File: src/rtl/pptx_pkg.sv
package pptx_pkg;
  // State of the bank owned by the bus side
  typedef enum logic [1:0] {
    BK_IDLE  = 2'd0,  // empty, free for the processor
    BK_READY = 2'd1,  // committed, no byte read yet
    BK_SEND  = 2'd2   // at least one byte handed to the bus side
  } bank_st_t;
endpackage

File: src/rtl/pptx_ram.sv
module pptx_ram #(
  parameter int DATA_W = 8,
  parameter int ADDR_W = 7,
  localparam int DEPTH = 1 << ADDR_W
) (
  input  logic              clk,
  input  logic              we,
  input  logic [ADDR_W-1:0] waddr,
  input  logic [DATA_W-1:0] wdata,
  input  logic              re,
  input  logic [ADDR_W-1:0] raddr,
  output logic [DATA_W-1:0] rdata
);
  logic [DATA_W-1:0] mem [DEPTH];

  // Simple dual-port, registered read: maps to block RAM
  always_ff @(posedge clk) begin
    if (we) mem[waddr] <= wdata;
  end

  always_ff @(posedge clk) begin
    if (re) rdata <= mem[raddr];
  end
endmodule

File: src/rtl/pptx_bank_ctl.sv
module pptx_bank_ctl import pptx_pkg::*; #(
  parameter int LEN_W = 7
) (
  input  logic             clk,
  input  logic             rst,
  input  logic             is_cpu,
  input  logic             wr_go,
  input  logic             commit_go,
  input  logic             clear_go,
  input  logic             rd_go,
  input  logic             ack_go,
  output bank_st_t         st,
  output logic [LEN_W-1:0] len
);
  always_ff @(posedge clk) begin
    if (rst) begin
      st  <= BK_IDLE;
      len <= '0;
    end else if (is_cpu) begin
      if (clear_go) begin
        len <= '0;
      end else begin
        if (wr_go)     len <= len + 1'b1;
        if (commit_go) st  <= BK_READY;
      end
    end else begin
      if (ack_go) begin
        st  <= BK_IDLE;
        len <= '0;
      end else if (clear_go && st == BK_READY) begin
        st  <= BK_IDLE;
        len <= '0;
      end else if (rd_go) begin
        st <= BK_SEND;
      end
    end
  end
endmodule

File: src/rtl/pingpong_tx_fifo.sv
module pingpong_tx_fifo import pptx_pkg::*; #(
  parameter int DATA_W  = 8,
  parameter int MAX_PKT = 64,
  localparam int LEN_W  = $clog2(MAX_PKT + 1)
) (
  input  logic              clk,
  input  logic              rst,
  input  logic              wr_valid,
  input  logic [DATA_W-1:0] wr_data,
  input  logic              pkt_commit,
  input  logic              fifo_clear,
  output logic [LEN_W-1:0]  wr_level,
  output logic              swap_ok,
  output logic              ovf_flag,
  output logic              tx_avail,
  output logic [LEN_W-1:0]  tx_count,
  input  logic              rd_en,
  output logic              rd_valid,
  output logic [DATA_W-1:0] rd_data,
  input  logic              pkt_ack
);
  localparam int PTR_W  = (MAX_PKT > 1) ? $clog2(MAX_PKT) : 1;
  localparam int ADDR_W = PTR_W + 1;
  localparam logic [LEN_W-1:0] FULL = LEN_W'(MAX_PKT);

  logic             cpu_bank;
  logic             usb_bank;
  bank_st_t         st  [2];
  logic [LEN_W-1:0] len [2];
  logic [LEN_W-1:0] rd_ptr;
  logic             ovf_q;
  logic             rv_q;

  bank_st_t         usb_st;
  logic [LEN_W-1:0] usb_len;
  logic [LEN_W-1:0] cpu_len;
  logic             wr_go, commit_go, ack_go, drop_ready, rd_go;

  assign usb_bank = ~cpu_bank;
  assign usb_st   = st[usb_bank];
  assign usb_len  = len[usb_bank];
  assign cpu_len  = len[cpu_bank];

  // Qualified events
  assign wr_go      = wr_valid && !fifo_clear && (cpu_len < FULL);
  assign commit_go  = pkt_commit && !fifo_clear && (usb_st == BK_IDLE);
  assign ack_go     = pkt_ack && (usb_st != BK_IDLE);
  assign drop_ready = fifo_clear && (usb_st == BK_READY);
  assign rd_go      = rd_en && !pkt_ack && !drop_ready &&
                      (usb_st != BK_IDLE) && (rd_ptr < usb_len);

  for (genvar g = 0; g < 2; g++) begin : g_bank
    pptx_bank_ctl #(.LEN_W(LEN_W)) u_ctl (
      .clk       (clk),
      .rst       (rst),
      .is_cpu    (cpu_bank == 1'(g)),
      .wr_go     (wr_go),
      .commit_go (commit_go),
      .clear_go  (fifo_clear),
      .rd_go     (rd_go),
      .ack_go    (ack_go),
      .st        (st[g]),
      .len       (len[g])
    );
  end

  pptx_ram #(.DATA_W(DATA_W), .ADDR_W(ADDR_W)) u_ram (
    .clk   (clk),
    .we    (wr_go),
    .waddr ({cpu_bank, cpu_len[PTR_W-1:0]}),
    .wdata (wr_data),
    .re    (rd_go),
    .raddr ({usb_bank, rd_ptr[PTR_W-1:0]}),
    .rdata (rd_data)
  );

  always_ff @(posedge clk) begin
    if (rst) begin
      cpu_bank <= 1'b0;
      rd_ptr   <= '0;
      ovf_q    <= 1'b0;
      rv_q     <= 1'b0;
    end else begin
      rv_q <= rd_go;
      if (commit_go) cpu_bank <= ~cpu_bank;

      if (ack_go || drop_ready || commit_go) rd_ptr <= '0;
      else if (rd_go)                        rd_ptr <= rd_ptr + 1'b1;

      if (fifo_clear)                ovf_q <= 1'b0;
      else if (wr_valid && !wr_go)   ovf_q <= 1'b1;
    end
  end

  assign wr_level = cpu_len;
  assign swap_ok  = (usb_st == BK_IDLE);
  assign tx_avail = (usb_st != BK_IDLE);
  assign tx_count = usb_len;
  assign ovf_flag = ovf_q;
  assign rd_valid = rv_q;
endmodule

File: config.mk
export PLATFORM = sky130hd
export DESIGN_NAME = pingpong_tx_fifo
export DESIGN_NICKNAME = d
export VERILOG_FILES = /design/src/rtl/pptx_pkg.sv /design/src/rtl/pptx_ram.sv /design/src/rtl/pptx_bank_ctl.sv /design/src/rtl/pingpong_tx_fifo.sv
export SDC_FILE = /design/constraint.sdc
export NUM_CORES = 1
export LEC_CHECK = 0
export CAP_MARGIN = 20
export CELL_PAD_IN_SITES_DETAIL_PLACEMENT = 0
export CELL_PAD_IN_SITES_GLOBAL_PLACEMENT = 1
export CORE_MARGIN = 3
export CORE_UTILIZATION = 55
export DETAILED_ROUTE_END_ITERATION = 8
export DONT_BUFFER_PORTS = 1
export GPL_TIMING_DRIVEN = 0
export PLACE_DENSITY_LB_ADDON = 0.1
export SYNTH_ARGS = -nofsm -noshare
export SYNTH_HDL_FRONTEND = slang
export SYNTH_SLANG_ARGS = --single-unit
File: constraint.sdc
create_clock -name clk -period 3.5 [get_ports clk]
set_input_delay 0 -clock clk [delete_from_list [all_inputs] [get_ports clk]]
set_output_delay 0 -clock clk [all_outputs]
set_load 0.01 [all_outputs]
== Word level (Yosys, flattened, before mapping) ==
Memories as Yosys holds them, arrays and structs flattened. A register that Yosys moved wholly into a read port is not among the register bits.
Cells that the tools add are included.

* Memories kept: 1
* Output and inout bits: 26
* Word-level logic and storage cells: 89
* Input port bits: 15
* Flip-flop bits (word level): 28
* Bits in writable memories: 1024

* Order comparisons: 4
* Reduce and logical (&&, ||, !) cells: 31
* Add/subtract/negate cells: 3
* Equality and inequality tests: 9
* Bitwise logic cells: 3
* Multiplexer cells: 30

{| class="wikitable"
|+ Memories
! memory !! depth !! width !! rd ports !! clocked after memory_dff !! write ports !! line !! source
|-
| u_ram.mem || 128 || 8 || 1 || 1 || 1 || pptx_ram.sv:14 || <nowiki>logic [DATA_W-1:0] mem [DEPTH];</nowiki>
|}

{| class="wikitable"
|+ Operator list
! cell !! count
|-
| $mux 7 || 16
|-
| $mux 2 || 12
|-
| $add 7x1->7 const B || 3
|-
| $logic_and 1x1->1 || 13
|-
| $lt 7x7->1 || 1
|-
| $lt 7x7->1 const B || 1
|-
| $eq 2x1->1 const B || 3
|-
| $reduce_and 3->1 || 2
|-
| $reduce_bool 3->1 || 2
|-
| $ge 2x2->1 const B || 2
|-
| $logic_not 1->1 || 4
|-
| $ne 2x1->1 const B || 2
|-
| $ne 4x1->1 const B || 1
|-
| $not 1->2 || 2
|-
| $reduce_and 2->1 || 2
|-
| $reduce_bool 2->1 || 2
|-
| $reduce_bool 4->1 || 1
|-
| $reduce_or 2->1 || 2
|-
| $ne 3x1->1 const B || 1
|-
| $ne 3x2->1 const B || 1
|-
| $logic_not 2->1 || 1
|-
| $logic_or 1x1->1 || 2
|-
| $mux 1 || 2
|-
| $ne 2x2->1 const B || 1
|-
| $not 1->1 || 1
|}

== Longest topological paths before layout ==
Gate-level depths: netlist of run 1.

* Depth after elaboration: 15
* Mapped depth: 12
* Depth with buffers taken out: 8

== Hierarchy ==
Synthesis of run 1 repeated with hierarchy kept, for this count alone.

* Cells, all modules: 1853
* Area total of the unflattened synthesis: 41632.4 µm²

{| class="wikitable"
|+ By module, submodules not included
! module !! sequential area each (µm²) !! area an instance (µm²) !! cells an instance !! times used
|-
| pptx_ram || 30989.7 || 39745.6 || 1635 || 1
|-
| pptx_bank_ctl || 180.2 || 506.7 || 58 || 2
|-
| pingpong_tx_fifo || 200.2 || 873.3 || 102 || 1
|}

== Least setup slack after synthesis of run 1 ==
Ideal clock, no wire load.

* Path type: reg2reg
* Start point: register cpu_bank
* End point: register g_bank[0].u_ctl.st[1]
* Cell stages (with the launch flop): 13
* Buffers on the path: 4
* Required time: 3414 ps
* Path slack: 317 ps
* Arrival: 3097 ps
* Setup time: 86 ps
* Path through: dfxtp_1 buf_2 buf_4 clkbuf_1 buf_1 mux2i_1 ha_1 a21o_1 a21oi_1 o2111ai_2 nor2_2 a21oi_1 a211oi_1

* Longest elaborated chain between the ends: 13

{| class="wikitable"
|+ Ends and longest elaborated chain
! element !! line !! source
|-
| start: declaration || pingpong_tx_fifo.sv:26 || <nowiki>logic cpu_bank;</nowiki>
|-
| start signal: assignment || pingpong_tx_fifo.sv:85 || <nowiki>if (commit_go) cpu_bank <= ~cpu_bank;</nowiki>
|-
| $not 1->1 (*) || pingpong_tx_fifo.sv:39 || <nowiki>assign usb_bank = ~cpu_bank;</nowiki>
|-
| $not 1->2 (not written as such) (*) || pingpong_tx_fifo.sv:40, pingpong_tx_fifo.sv:41 ||
|-
| parallel branches: the longest is 8 deep, another holds $lt 7x7->1 || n/a ||
|-
| $logic_and 1x1->1 (*) || pingpong_tx_fifo.sv:50 || <nowiki>(usb_st != BK_IDLE) && (rd_ptr < usb_len);</nowiki>
|-
| net g_bank[0].u_ctl.rd_go || pptx_bank_ctl.sv:10 || <nowiki>input logic rd_go,</nowiki>
|-
| $ne 4x1->1 (no source line) (*) || n/a ||
|-
| $reduce_and 3->1 (no source line) (*) || n/a ||
|-
| end signal: assignment || pptx_bank_ctl.sv:28 || <nowiki>st <= BK_IDLE;</nowiki>
|-
| end signal: assignment || pptx_bank_ctl.sv:31 || <nowiki>st <= BK_IDLE;</nowiki>
|-
| end signal: assignment || pptx_bank_ctl.sv:34 || <nowiki>st <= BK_SEND;</nowiki>
|-
| end: declaration || pptx_bank_ctl.sv:12 || <nowiki>output bank_st_t st,</nowiki>
|}

Mark *: on every way through the listed nets, which the timed path passes. The select of a mux whose other input is x is not followed.
A chain may end at the register's enable or synchronous reset.

== Final worst setup path of run 1 ==
* Start point: register cpu_bank
* End point: memory u_ram.mem[121][7] (enable)

* Longest elaborated chain between the ends: 8

{| class="wikitable"
|+ Ends and longest elaborated chain
! element !! line !! source
|-
| $not 1->2 (not written as such) || pingpong_tx_fifo.sv:42 || <nowiki>assign cpu_len = len[cpu_bank];</nowiki>
|-
| $mux 7 (not written as such) (3 in a row) || pingpong_tx_fifo.sv:42 ||
|-
| $lt 7x7->1 || pingpong_tx_fifo.sv:45 || <nowiki>assign wr_go = wr_valid && !fifo_clear && (cpu_len < FULL);</nowiki>
|-
| $logic_and 1x1->1 || pingpong_tx_fifo.sv:45 ||
|-
| $mux 1 || pptx_ram.sv:18 || <nowiki>if (we) mem[waddr] <= wdata;</nowiki>
|-
| $mux 1 (not written as such) || pptx_ram.sv:18 ||
|-
| end: declaration || pptx_ram.sv:14 ||
|}

Several ways; a longest one is shown, not always the timed one. The select of a mux whose other input is x is not followed.

==> impl_metrics.csv, run 1 <==
group,metric,value,unit
outcome,outcome,"finished with violations",
timing,setup_slack,-0.187,ns
power,p_clk_frac,0.451,
synth,yosys.cell_types.count,65,
power,p_seq_frac,0.529,
worst_setup_path,cp_top_family,"simple AND/OR/NAND/NOR gates",
worst_hold_path,whs_path_depth,3,
drt,dr.pass1.iters,8,
clock_network,cts_buffers,106,
synth,ys_ff_latch,1060,
drt,drcViolationCount,2,
worst_setup_path,worst_ep_arrival_time,3.98,ns
timing,fin_skew,0.0229,ns
timing,slew_viol_final,0,
placed_design,hpwl,83000,µm
grt,grt_pass1_vias,22700,
clock_network,root_buffer,"clkbuf_16",
worst_setup_path,timing.rr.start,"cpu_bank",
power,p_sw,5310,µW
clock_network,cts_sinks,1060,
power,pwr-share-comb,0.020,
timing,finalHoldViolCount,0,
cells_and_area,area_growth,15.2,%
cells_and_area,fillers,5051,
drt,first_iter_violations,3762,
cells_and_area,final_layout_size_suffix_gt1_frac,0.261,
timing,period_minus_slack,3.69,ns
worst_setup_path,ff2ff_path_depth,5,
power,p_leak,0.0145,µW
drt,wl_per_cell,38.7,µm
drt,ant_nets,0,
die,start_util,0.558,
worst_setup_path,crit_type,"reg -> reg",
power,p_int,21000,µW
drt,drt_wl_total,131000,µm
grt,gr-usage-all-layers,0.334,
die,coreArea,0.0749,mm²
timing,fin_crit_sh,1.05,
worst_setup_path,start_kind,"register",
timing,setup_viol,99,
clock_network,path_clk_slew,0.07,ns
die,pin_count,41,
grt,grt_start_max_net_pins,129,
grt,antenna_found_initial,5,
die,die_area,0.0794,mm²
worst_setup_path,reg2reg_slack,-0.19,ns
power,ir_drop,0.387,mV
drt,vias_per_cell,6.95,
worst_setup_path,crit_chain,"buf_2, buf_4, clkbuf_1, nand4_1, nor2_1",
cells_and_area,layout_common_cells,"1032 x edfxtp_1, 177 x mux4_2, 155 x mux2i_1, 109 x clkbuf_16, 84 x nor2_4",
grt,grt_first_pass_wirelength,180000,µm
run,drv_cap,0,
placed_design,gp_congestion,0.955,
power,p_sw_frac,0.201,
worst_setup_path,rr_endpoint,"u_ram.mem[121][7]",
die,fp.dieW,282,µm
outcome,violations,"design-rule violations, negative setup slack",
worst_setup_path,cp_num_buf_inv,3,
synth,ys.flop_type,"edfxtp_1",
clock_network,cts_tree,"built",
synth,synth_enable_flop_cells,1032,
placed_design,place_ws,-1.09,ns
timing,rsz0062_at_grt,"yes",
worst_setup_path,worstPathRequired,3.79,ns
placed_design,io_buffer_count,0,
synth,syn_avg_cell_area,19.2,µm²
drt,vias,23500,
timing,worst_pin_slew,1.16,ns
synth,async_reset_ff_frac,0,
clock_network,clock_latency,0.68,ns
placed_design,dp_cells,3148,
cells_and_area,final_cells,3374,
timing,fmax,271,MHz
worst_hold_path,whs_endpoint,"u_ram.mem[117][6]",
synth,synth_fp_nets,2200,
die,rows,100,
grt,globalRoute.totalOverflow,0,
worst_hold_path,hold_class,"in -> reg",
power,powerDensity,547,mW/mm²
synth,synth-seq-area-share,0.754,
synth,syn_inst,2176,
worst_setup_path,slowest_stage,"nor2_1",
worst_setup_path,crit_start,"cpu_bank",
timing,slew_headroom,0.222,
worst_setup_path,cp-end-kind,"register",
synth,synthesis.area,0.0418,mm²
cells_and_area,nNetsFinal,2339,
clock_network,cts_buffer_depth,3,
die,fp.dieH,282,µm
worst_setup_path,crit_fanout,10,
worst_setup_path,cp_slowest_stage_delay,0.95,ns
synth,yosysWarnings,0,
clock_network,h-tree-depth,3,
cells_and_area,layout_commonest_cell,"edfxtp_1",
worst_hold_path,min_from,"fifo_clear",
timing repair:
action,in CTS,in global routing
buffers inserted,4,3
pin swaps,2,1
hold buffers,23,0
setup endpoints to repair,873,614
endpoints found under the hold margin,1060,0
gates cloned,0,0
resized for setup,209,90
registers in the layout, summed over array words and instances, names as in the netlist:
register          cells
cpu_bank              1
u_ram.rdata           8
ovf_flag              1
rd_ptr                7
g_bank.u_ctl.len     14
rd_valid              1
u_ram.mem          1024
g_bank.u_ctl.st       4
logic make-up (layout without fill, tap and decap cells):
group,after synthesis,count (layout),share of synthesized area
DFF,1060,1060,0.754
muxes,361,361,0.141
and+or+nand+nor,317,317,0.0335
AOI/OAI and AO/OA,275,275,0.0465
buffers and inverters,141,368,0.0198
xor gates and xnor gates,13,13,0.00272
adders and majority gates,9,9,0.00269
other,0,2,0
metrics by stage:
stage	TNS, ns	power (µW)	hold WS, ns	util	cell area (µm²)
2_1_floorplan	0	14300	0.0989	-	41800
3_3_place_gp	-343.52	14400	0.107	0.574	43100
3_5_place_dp	-377.74	14400	0.107	0.575	43100
4_1_cts	-10.25	26300	0.0159	0.638	47800
5_1_grt	-17.77	26900	0.0616	0.643	48200
6_report	-9.71	26300	0.0774	0.643	48200
worst max-delay path by stage:
stage	to	slack, ns	cells after the start
after floorplan	g_bank[0].u_ctl.st[1]	0.32	12
after global placement	u_ram.rdata[3]	-1.19	9
after detailed placement	u_ram.rdata[3]	-1.09	9
after CTS	u_ram.mem[119][2]	-0.26	7
after global routing	u_ram.mem[76][3]	-0.25	7
final	u_ram.mem[121][7]	-0.19	5
Yosys cell counts, drive strengths merged (11+ instances only):
master,number,share of area
mux2,22,0.0059
a22oi,41,0.0074
a21oi,59,0.0072
a221oi,14,0.0029
mux4,179,0.097
a31oi,12,0.0018
o221ai,17,0.0036
o21ai,25,0.0030
a22o,15,0.0031
nor2b,11,0.0016
nand2,52,0.0047
o22ai,30,0.0045
buf,84,0.015
edfxtp,1032,0.74
nor2,172,0.016
inv,16,0.0014
nand3,23,0.0028
clkbuf,39,0.0035
a2111oi,13,0.0033
a211oi,20,0.0036
dfxtp,28,0.013
mux2i,160,0.038
nor3,16,0.0019
worst reg2reg max path, stage by stage (launching register included):
cell      delay, ns
dfxtp_1        0.31
buf_2          0.25
buf_4          0.28
clkbuf_1       0.79
nand4_1        0.71
nor2_1         0.95
power by group through the flow:
stage	combinational (µW)	clock, µW	sequential (µW)
final	536	11900	13900
after global routing	553	12400	13900
after CTS	499	11900	13900
after detailed placement	242	0	14200
after global placement	240	0	14200
after floorplan	138	0	14200
layout make-up:
cell class	instances	area, µm²	area share
clock inverters	77	852	0.0177
clock buffers	119	2770	0.0574
multi-input cells	975	10400	0.215
well taps	969	1210	0.0251
plain buffers	121	880	0.0182
inverters	18	71.3	0.00148
flip-flops and latches	1060	31600	0.654
diodes	2	5.00	0.000104
repair buffers	33	485	0.0101
routing by layer:
layer	share of wire	wire (µm)	track usage
met1	0.39	51000	0.489
met2	0.43	56000	0.471
met3	0.14	18300	0.111
met4	0.039	5130	0.128
met5	0.0012	158	0
Note: power is estimated with default switching activity, not from simulation.
==> run 2: changes to the inputs <==
- CORE_MARGIN: 3 -> 10
- PLACE_DENSITY: unset -> 0.89
- PLACE_DENSITY_LB_ADDON: 0.1 -> unset
==> run 2 against run 1 <==
Compared with the run above:
- the run ends with negative setup slack left
- clock skew shrank 0.0052 ns
- via count grew 2.5%
- sequential cell count is the same
- clock power shrank 8%
- first-iteration DRC count grew 12%
- die area grew 10%
- critical endpoint is now u_ram.mem[126][7]
==> impl_metrics.csv, run 2 (synthesized netlist as in run 1, its figures left out) <==
group,metric,value,unit
outcome,outcome,"finished with violations",
outcome,violations,"negative setup slack",
drt,ant_nets,0,
grt,use_met3,0.101,
placed_design,gp_congestion,0.956,
grt,grt_first_pass_wirelength,176000,µm
die,pin_count,41,
worst_setup_path,worst_ep_arrival_time,4.03,ns
cells_and_area,layout_common_cells,"1032 x edfxtp_1, 177 x mux4_2, 157 x mux2i_1, 98 x clkbuf_16, 78 x nor2_4",
grt,antenna_found_initial,3,
drt,first_iter_violations,4201,
clock_network,cts_tree,"built",
drt,wl_per_cell,37.6,µm
clock_network,root_buffer,"clkbuf_16",
drt,dr.pass1.iters,7,
grt,grtUsageMet2,0.427,
die,fp.dieW,296,µm
cells_and_area,final_layout_size_suffix_gt1_frac,0.255,
power,ir_drop,0.396,mV
worst_hold_path,hold_class,"in -> reg",
cells_and_area,final_util,0.630,
die,fp.dieH,296,µm
run,drv_cap,0,
cells_and_area,top_register,"u_ram.mem",
clock_network,cts_sinks,1060,
placed_design,post_dp_cell_area,0.0431,mm²
worst_hold_path,whs_endpoint,"cpu_bank",
power,pwr-share-comb,0.020,
timing,period_minus_slack,3.73,ns
timing,fmax,268,MHz
power,p_int,20400,µW
cells_and_area,final_cells,3360,
worst_setup_path,timing.rr.start,"cpu_bank",
timing,slew_viol_final,0,
die,coreArea,0.0757,mm²
power,p_sw,5080,µW
placed_design,hpwl,78400,µm
die,die_area,0.0875,mm²
worst_setup_path,ff2ff_path_depth,5,
clock_network,h-tree-depth,3,
clock_network,path_clk_slew,0.07,ns
die,rows,101,
placed_design,dp_cells,3155,
worst_setup_path,reg2reg_slack,-0.23,ns
power,p_leak,0.0142,µW
timing,fin_crit_sh,1.06,
cells_and_area,largest_reg_flops,1024,
cells_and_area,fillers,4880,
power,total_power,25400,µW
cells_and_area,nNetsFinal,2325,
cells_and_area,reg_top3,"u_ram.mem (1024), g_bank.u_ctl.len (14), u_ram.rdata (8)",
timing,slew_headroom,0.203,
timing,finalHoldViolCount,0,
timing,worst_pin_slew,1.19,ns
drt,vias,24000,
cells_and_area,layout_commonest_cell,"edfxtp_1",
timing,rsz0062_at_grt,"yes",
power,p_sw_frac,0.199,
drt,drcViolationCount,0,
timing,fin_skew,0.0177,ns
worst_hold_path,whs_path_depth,4,
worst_setup_path,worstPathRequired,3.80,ns
placed_design,place_ws,-0.831,ns
power,p_seq_frac,0.547,
clock_network,cts_buffers,96,
grt,grt_start_max_net_pins,129,
worst_setup_path,cp-end-kind,"register",
timing,setup_slack,-0.226,ns
worst_setup_path,start_kind,"register",
drt,drt_wl_total,126000,µm
power,p_clk_frac,0.432,
grt,top_usage_layer,"met2",
grt,gr-usage-all-layers,0.288,
grt,grt_pass1_vias,23500,
placed_design,io_buffer_count,0,
worst_setup_path,rr_endpoint,"u_ram.mem[126][7]",
grt,grt_use_met1,0.370,
grt,globalRoute.totalOverflow,0,
die,start_util,0.553,
clock_network,clock_latency,0.68,ns
cells_and_area,area_growth,14.0,%
cells_and_area,stdcell_area,0.0477,mm²
worst_setup_path,crit_type,"reg -> reg",
drt,vias_per_cell,7.16,
worst_hold_path,min_from,"pkt_commit",
clock_network,cts_buffer_depth,3,
power,powerDensity,533,mW/mm²
timing,setup_viol,312,
worst_setup_path,crit_fanout,10,
## run 2: changes by cell type in the layout (fill, tap and decap cells not counted), moves of 7 or more
cell	delta
nor2_1	-9
clkbuf_16	-11
buf_8	-8
buf_4	-10
nor2_2	+15
clkbuf_4	+8
clkinv_1	-10
clkbuf_1	+7
## run 2: per-stage QoR
stage,hold WS [ns],setup TNS [ns]
final,0.0339,-27.55
after global placement,0.111,-286.54
after CTS,0.0276,-48.51
after floorplan,0.0989,0
after detailed placement,0.109,-320.18
after global routing,0.121,-15.55
## run 2: worst max-delay path by stage
stage / from / to / slack [ns]
finish: cpu_bank / u_ram.mem[126][7] / -0.23
global route: cpu_bank / u_ram.mem[125][2] / -0.18
CTS: cpu_bank / u_ram.mem[109][1] / -0.22
detailed placement: rd_ptr[2] / u_ram.rdata[3] / -0.83
global placement: rd_ptr[0] / u_ram.rdata[3] / -0.92
floorplan: cpu_bank / g_bank[0].u_ctl.st[1] / 0.32
## run 2: worst max-delay path, cell delays in order, from the launching register on
cell,delay (ns)
dfxtp_1,0.31
buf_2,0.25
buf_4,0.27
clkbuf_1,0.76
nand4_1,0.81
nor2_1,0.93
## run 2: final cells by class
type	count	area, µm²	share of cell area
buffer	122	842	0.0177
sequential	1060	31600	0.661
inverter	18	68.8	0.00144
multi-input combinational	975	10300	0.216
tap	978	1220	0.0257
clock buffer	113	2520	0.0528
timing repair buffer	28	428	0.00897
clock inverter	65	753	0.0158
antenna	1	2.50	0.0000525
## run 2: what timing repair did
action / CTS / global route
hold buffers: 23 / 0
setup endpoints to repair: 836 / 904
buffers inserted: 4 / 0
endpoints found under the hold margin: 1060 / 0
pin swaps: 1 / 2
gates resized for setup: 168 / 102
## run 2: metal layers
layer	vias up	wire, µm
li1	9185	-
met1	12100	42100
met3	448	19800
met2	2257	56400
met5	-	94
met4	4	7790
## run 2: power groups by stage
stage | Sequential (µW) | Combinational [µW] | Clock [µW]
after floorplan | 14200 | 138 | 0
after global placement | 14200 | 232 | 0
after detailed placement | 14200 | 233 | 0
after CTS | 13900 | 483 | 10900
after global routing | 13900 | 530 | 11400
final | 13900 | 518 | 11000
